## config.mk

```make
export PLATFORM = sky130hd
export DESIGN_NAME = ttx_window_timer
export DESIGN_NICKNAME = d
export VERILOG_FILES = /design/src/rtl/ttx_window_timer.sv
export SDC_FILE = /design/constraint.sdc
export NUM_CORES = 1
export LEC_CHECK = 0
export BUFFER_PORTS_ARGS = -buffer_cell sky130_fd_sc_hd__buf_2
export CORE_UTILIZATION = 45
export CTS_BUF_LIST = sky130_fd_sc_hd__clkbuf_4 sky130_fd_sc_hd__clkbuf_8
export CTS_CLUSTER_DIAMETER = 50
export DETAILED_ROUTE_END_ITERATION = 12
export HOLD_SLACK_MARGIN = 0.05
export PLACE_DENSITY = 0.81
export SYNTH_ARGS = -nofsm -noshare
export SYNTH_HDL_FRONTEND = slang
export SYNTH_SLANG_ARGS = --single-unit
export TNS_END_PERCENT = 20
```

## constraint.sdc

```tcl
create_clock -name clk -period 4.2 [get_ports clk]
set_clock_uncertainty 0.2 [all_clocks]
set_input_delay 1.05 -clock clk [delete_from_list [all_inputs] [get_ports clk]]
set_output_delay 1.05 -clock clk [all_outputs]
set_load 0.02 [all_outputs]
```

## src/rtl/ttx_window_timer.sv

```systemverilog
module ttx_window_timer #(
  parameter int PIX_W   = 11,
  parameter int LINE_W  = 10,
  parameter int DLY_W   = 8,
  parameter int BITS_EU = 360,
  parameter int BITS_US = 288,
  parameter int MIN_DLY = 2
) (
  input  logic              clk,
  input  logic              rst_n,
  input  logic              line_sync,
  input  logic              field_sync,
  input  logic              field_odd,
  input  logic              ttx_en,
  input  logic              fmt_us,
  input  logic [PIX_W-1:0]  cfg_hstart,
  input  logic [DLY_W-1:0]  cfg_delay,
  input  logic [LINE_W-1:0] cfg_odd_first,
  input  logic [LINE_W-1:0] cfg_odd_last,
  input  logic [LINE_W-1:0] cfg_even_first,
  input  logic [LINE_W-1:0] cfg_even_last,
  input  logic              ttx_in,
  output logic              ttx_req,
  output logic              ins_win,
  output logic              ins_data
);

  localparam int CNT_W = $clog2(BITS_EU + (1 << DLY_W));
  localparam logic [PIX_W-1:0]  PIX_MAX  = '1;
  localparam logic [LINE_W-1:0] LINE_MAX = '1;

  typedef enum logic [1:0] {S_IDLE, S_WAIT, S_SEND} st_t;

  st_t              st;
  logic [PIX_W-1:0] pix;
  logic [LINE_W-1:0] line;
  logic             odd_q;
  logic [CNT_W-1:0] cnt;

  always_ff @(posedge clk) begin
    if (!rst_n)               pix <= '0;
    else if (line_sync)       pix <= '0;
    else if (pix != PIX_MAX)  pix <= pix + 1'b1;
  end

  always_ff @(posedge clk) begin
    if (!rst_n) begin
      line  <= '0;
      odd_q <= 1'b0;
    end else if (line_sync) begin
      if (field_sync) begin
        line  <= LINE_W'(1);
        odd_q <= field_odd;
      end else if (line != LINE_MAX) begin
        line <= line + 1'b1;
      end
    end
  end

  wire in_odd  = odd_q  && line >= cfg_odd_first  && line <= cfg_odd_last;
  wire in_even = !odd_q && line >= cfg_even_first && line <= cfg_even_last;
  wire trig    = ttx_en && (in_odd || in_even) && pix == cfg_hstart;

  wire [CNT_W-1:0] d_eff  = (cfg_delay < DLY_W'(MIN_DLY)) ? CNT_W'(MIN_DLY) : CNT_W'(cfg_delay);
  wire [CNT_W-1:0] n_bits = fmt_us ? CNT_W'(BITS_US) : CNT_W'(BITS_EU);

  always_ff @(posedge clk) begin
    if (!rst_n || !ttx_en) begin
      st  <= S_IDLE;
      cnt <= '0;
    end else begin
      case (st)
        S_IDLE: if (trig) begin
          st  <= S_WAIT;
          cnt <= d_eff;
        end
        S_WAIT: if (cnt == CNT_W'(1)) begin
          st  <= S_SEND;
          cnt <= n_bits;
        end else begin
          cnt <= cnt - 1'b1;
        end
        S_SEND: if (cnt == CNT_W'(1)) st <= S_IDLE;
                else cnt <= cnt - 1'b1;
        default: st <= S_IDLE;
      endcase
    end
  end

  assign ttx_req  = st != S_IDLE;
  assign ins_win  = st == S_SEND;
  assign ins_data = ins_win & ttx_in;

  logic [CNT_W-1:0] win_run;
  always_ff @(posedge clk) begin
    if (!rst_n || !ins_win) win_run <= '0;
    else                    win_run <= win_run + 1'b1;
  end


  disabled_no_req_chk: assert property (@(posedge clk) disable iff (!rst_n)
    !ttx_en |=> !ttx_req);


  win_inside_req_chk: assert property (@(posedge clk) disable iff (!rst_n)
    ins_win |-> ttx_req);


  fall_together_chk: assert property (@(posedge clk) disable iff (!rst_n)
    $fell(ins_win) |-> $fell(ttx_req));


  min_delay_chk: assert property (@(posedge clk) disable iff (!rst_n)
    $rose(ins_win) |-> ($past(ttx_req) && $past(ttx_req, 2)));


  req_before_win_chk: assert property (@(posedge clk) disable iff (!rst_n)
    $rose(ttx_req) |-> !ins_win);


  win_len_max_chk: assert property (@(posedge clk) disable iff (!rst_n)
    ins_win |-> win_run < CNT_W'(BITS_EU));

endmodule

```

==> results.toml, run 1 <==
[outcome]
status = "complete, no violations"

[synth]
synthFlopType = "dfxtp_1"
yosys_warnings = 0
synthTopCellsByArea = "dfxtp_1 23%, ha_1 21%, inv_1 6.2%"
ys_async_sr_fraction_pct = 0
ys_ff_latch = 34
syn_nets = 493
synth_top_area_share_pct = 22.8
synthCells = 377
syn-cell-area_um2 = 2990
seq_area_frac_synth_pct = 22.8
yosys.area.top_type = "dfxtp_1"
postSynthAreaPerCell_um2 = 7.92
ys_types = 49
synth_edf_count = 0

[layout]
drive_gt1_share_pct = 18.0
diodes = 0
layout.nets = 564
layout_common_cells = "69 x buf_2, 49 x inv_1, 49 x ha_1"
syn_to_final_growth_pct = 17.3
layout_commonest_cell = "buf_2"
final_util_pct = 54.8
fillCellCount = 617

[drt]
ant_nets = 0
routed_wl_mm = 7.06
avgRoutedWirePerCell_um = 13.4
drc = 0
drtIter0Drc = 173
vias = 2912
viasPerCell = 5.54
drtPass1Iterations = 5

[global_route]
grt_pass1_vias = 2844
grt_overflow = 0
grt_pass1_wl_mm = 12.3
grt.met1_usage_pct = 26.9
antenna_found_initial = 0
grtUsageTotal_pct = 21.2
grt-busiest-layer = "met2"
grtUsageMet2_pct = 37.2
grt.met3_usage_pct = 3.17
grt_max_degree = 14

[clock_network]
cts.repair.resized = 0
cts.clk_slew.worst_paths_ns = 0.07
cts_buffer_depth = 2
clock-sinks = 34
root_buffer = "clkbuf_8"
clock_latency_ns = 0.29
cts_hold_buf = 0
cts_tree = "done"
cts_buffers = 5
cts_setup_buffers = 0
htreeDepth = 2

[timing]
grt_setup_unrepaired = "false"
finalCritPeriodShare_pct = 85.3
maxSlewViolCount = 0
tightest_slew_ns = 0.588
worst_slack_ns = 0.618
slew_headroom_pct = 60.4
finalSetupViolations = 0
max_freq_ghz = 0.279
whs_ns = 0.304
hold_violations = 0
min_period_ns = 3.58
tns_ns = 0

[power_and_ir_drop]
p_per_area_nw_per_um2 = 196
p_clk_share_pct = 37.7
p_comb_share_pct = 14.2
p_int_mw = 0.513
peakVddDrop_mv = 0.220
seq_power_share_pct = 48.1
p_sw_mw = 0.172
leakage_nw = 1.69
switching_share_pct = 25.1
total_power_mw = 0.685

[die]
die_h_um = 83.5
row_count = 29
core_um2 = 6390
die_area_um2 = 6960
die_width_um = 83.5
ioPinCount = 70
start_util_pct = 46.7

[setup_path]
cpPeakStageDelay_ns = 0.44
endpoint_kind = "register"
cp_top_family = "compound AO/OA/AOI/OAI gates"
crit_type = "in2reg"
crit_fanout = 13
critical_path.cell_chain = "buf_2, inv_1, ha_1, a21o_1, a21o_1, a2111oi_2, o221ai_1, o221a_1, nand2b_1, o221a_1"
cp.required_ns = 4.18
cp_slowest_cell = "o221a_1"
regToRegSetupSlack_ns = 0.89
worst-path-buf-inv = 2
crit_path_start_kind = "primary input"
cp.arrival_ns = 3.57

[hold_path]
hp-class = "reg2reg"

[place]
pre_cts_ws_ns = 0.340
place_congestion = 0.907
port_buffers = 69
hpwl_mm = 5.53

[flow_run]
cap_violations = 0
[worst paths after layout]
path	startpoint	end	cells past startpoint
worst max-delay path	cfg_odd_last[3]	cnt[8]	10
worst max register to register	line[3]	cnt[8]	8
worst min register to register	cnt[9]	cnt[9]	2
worst min-delay path	cnt[9]	cnt[9]	2
[worst register-to-register path: cells and delay by family (launching register included)]
family / cells / cell delay [ns]
AO/OA/AOI/OAI: 6 / 1.69
adder cells (fa/ha/maj): 1 / 0.34
flip-flops: 1 / 0.57
AND/OR/NAND/NOR: 1 / 0.40
[metal layers]
metal / wire, um / up-vias
li1: - / 1490
met1: 3270 / 1307
met2: 3270 / 99
met3: 377 / 16
met4: 141 / 0
met5: 0 / -
[sequential cells by signal (all words and copies together), names as in the netlist]
name and cells:
pix 11, cnt 10, line 10, st 2, odd_q 1
[cell usage after synthesis (3+ instances only)]
cell,instances
xor2_1,8
or3_1,6
mux2i_1,5
nand3b_1,3
nand2b_1,6
nand2_1,30
nand3_1,8
nand4_1,14
o211ai_1,8
nor4_1,3
a211oi_1,7
nor3_1,5
a21o_1,5
ha_1,49
nor2_1,25
o31ai_1,6
inv_1,49
xnor2_1,17
a21oi_1,27
dfxtp_1,34
o21ai_0,16
o21a_1,3
clkbuf_1,3
and4_1,4
nor2b_1,3
[power groups by stage]
stage / registers [mW] / logic [mW] / clock network (mW)
4_1_cts: 0.329 / 0.0976 / 0.262
3_5_place_dp: 0.336 / 0.0972 / 0
6_report: 0.329 / 0.0971 / 0.258
3_3_place_gp: 0.336 / 0.0921 / 0
5_1_grt: 0.329 / 0.112 / 0.279
2_1_floorplan: 0.335 / 0.0514 / 0
[through the flow]
| stage | instance area (um^2) | cells |
|---|---|---|
| final | 3500 | 526 |
| after global routing | 3500 | 526 |
| after CTS | 3500 | 526 |
| after detailed placement | 3410 | 518 |
| after global placement | 3410 | 518 |
| after floorplan | 2990 | 377 |
[area by class of cell]
type | instances | area (um^2) | share of cell area [%]
Multi-Input combinational cell | 289 | 2100 | 60.0
Clock buffer | 7 | 90.1 | 2.57
Tap cell | 77 | 96.3 | 2.75
Timing Repair Buffer | 69 | 345 | 9.86
Sequential cell | 34 | 681 | 19.4
Clock inverter | 1 | 5.00 | 0.143
Inverter | 49 | 184 | 5.25
[kinds of logic (layout without fill, tap and decap cells)]
group / count (synthesis) / in the layout / synth area share [%]
compound gates: 92 / 92 / 20.3
xor+xnor: 25 / 25 / 7.33
fa+ha+maj: 49 / 49 / 20.5
buf+inv: 54 / 126 / 6.87
flops: 34 / 34 / 22.8
mux: 6 / 6 / 2.05
simple gates: 117 / 117 / 20.1
No activity file was read; power rests on OpenSTA's default activity.
==> run 2, diff against run 1 <==
--- a/config.mk
+++ b/config.mk
@@ -6,6 +6,7 @@
 export NUM_CORES = 1
 export LEC_CHECK = 0
 export BUFFER_PORTS_ARGS = -buffer_cell sky130_fd_sc_hd__buf_2
+export CORE_MARGIN = 2
 export CORE_UTILIZATION = 45
 export CTS_BUF_LIST = sky130_fd_sc_hd__clkbuf_4 sky130_fd_sc_hd__clkbuf_8
 export CTS_CLUSTER_DIAMETER = 50
==> constraint.sdc (replaced) <==
create_clock -name clk -period 4.2 [get_ports clk]
set_clock_uncertainty 0.2 [all_clocks]
set_input_delay 0.42 -clock clk [delete_from_list [all_inputs] [get_ports clk]]
set_output_delay 0.42 -clock clk [all_outputs]
set_load 0.02 [all_outputs]
==> results.toml, run 2 (synthesis gave the netlist of run 1 again) <==
[outcome]
status = "complete, no violations"

[power_and_ir_drop]
p_sw_mw = 0.158
peakVddDrop_mv = 0.181
p_int_mw = 0.501
p_per_area_nw_per_um2 = 189
leakage_nw = 1.68
p_clk_share_pct = 35.1
seq_power_share_pct = 50.1
total_power_mw = 0.658
p_comb_share_pct = 14.8
switching_share_pct = 23.9

[hold_path]
hp-start = "field_odd"
holdPathStages = 3
hp-class = "in2reg"
min_delay_worst_endpoint = "odd_q"

[setup_path]
crit_path_start_kind = "register"
regToRegSetupSlack_ns = 0.90
cp.required_ns = 4.16
crit_fanout = 13
endpoint_kind = "register"
crit_type = "reg2reg"
cp.arrival_ns = 3.26
r2r-start = "line[3]"
r2r_cells = 8
rr_endpoint = "cnt[8]"

[timing]
tns_ns = 0
grt_setup_unrepaired = "false"
slew_headroom_pct = 63.9
hold_violations = 0
worst_slack_ns = 0.899
max_freq_ghz = 0.303
finalCritPeriodShare_pct = 78.6
min_period_ns = 3.30
finalSetupViolations = 0
maxSlewViolCount = 0
tightest_slew_ns = 0.538

[layout]
drive_gt1_share_pct = 17.7
syn_to_final_growth_pct = 16.8
reg_top3 = "pix: 11 flops, cnt: 10 flops, line: 10 flops"
layout.nets = 564
final_util_pct = 54.6
layout_commonest_cell = "buf_2"
largest_reg_flops = 11
diodes = 0
regMostFlops = "pix"
layout_common_cells = "69 x buf_2, 49 x inv_1, 49 x ha_1"

[place]
pre_cts_ws_ns = 0.938
place_congestion = 0.932
port_buffers = 69
hpwl_mm = 5.61

[drt]
vias = 2897
viasPerCell = 5.53
drtIter0Drc = 157
routed_wl_mm = 7.14
drtPass1Iterations = 4
ant_nets = 0
drc = 0
avgRoutedWirePerCell_um = 13.6

[clock_network]
cts.repair.resized = 0
htreeDepth = 2
root_buffer = "clkbuf_8"
cts_buffers = 5
cts.clk_slew.worst_paths_ns = 0.06
cts_hold_buf = 0
cts_buffer_depth = 2
cts_tree = "done"
clock_latency_ns = 0.27
cts_setup_buffers = 0
clock-sinks = 34

[global_route]
grt_pass1_wl_mm = 12.3
grt_overflow = 0
grtUsageTotal_pct = 20.1
antenna_found_initial = 0
grt_max_degree = 14
grt_pass1_vias = 2866

[die]
ioPinCount = 70
core_um2 = 6390
row_count = 29
start_util_pct = 46.7
die_width_um = 85.5
die_area_um2 = 7300
die_h_um = 85.5

[flow_run]
cap_violations = 0
run 2: area by class of cell:
| class | instances | area [um^2] |
|---|---|---|
| timing repair buffer | 69 | 345 |
| inverter | 49 | 184 |
| tap | 77 | 96.3 |
| sequential | 34 | 681 |
| clock buffer | 6 | 82.6 |
| multi-input combinational | 289 | 2100 |
| fill | 599 | 2900 |
run 2: how the worst max path moves through the flow:
stage                     from      to  slack, ns  depth (start not counted)
4_1_cts                line[3]  cnt[8]       0.93                          8
6_report               line[3]  cnt[8]       0.90                          8
2_1_floorplan  cfg_odd_last[3]  cnt[0]       1.48                         10
3_3_place_gp           line[3]  cnt[8]       1.01                          8
5_1_grt                line[3]  cnt[8]       0.70                          8
3_5_place_dp   cfg_odd_last[3]  cnt[8]       0.94                         10
run 2: per-stage QoR:
stage	hold slack, ns	cells	cell area (um^2)
finish	0.213	524	3490
global route	0.226	524	3490
CTS	0.215	524	3490
detailed placement	0.292	518	3410
global placement	0.274	518	3410
floorplan	0.256	377	2990
run 2: layer usage:
metal	global-route usage, %	routed length, um	up-vias
met5	0	0	-
li1	-	-	1493
met3	3.31	371	12
met4	5.05	96	0
met2	35.2	3340	76
met1	25.8	3330	1316
run 2: power groups by stage:
stage                     Sequential [mW]  Combinational [mW]  Clock [mW]
after detailed placement            0.337              0.0976           0
final                               0.330              0.0976       0.231
after global routing                0.330               0.111       0.254
after global placement              0.337              0.0926           0
after CTS                           0.329              0.0983       0.240
after floorplan                     0.335              0.0514           0
run 2: critical path, cell delays in order, from the launching register on:
cell and delay [ns]:
dfxtp_1 0.55, ha_1 0.33, a21o_1 0.17, a21o_1 0.19, a2111oi_2 0.36, o221ai_1 0.19
o221a_1 0.44, nand2b_1 0.40, o221a_1 0.36
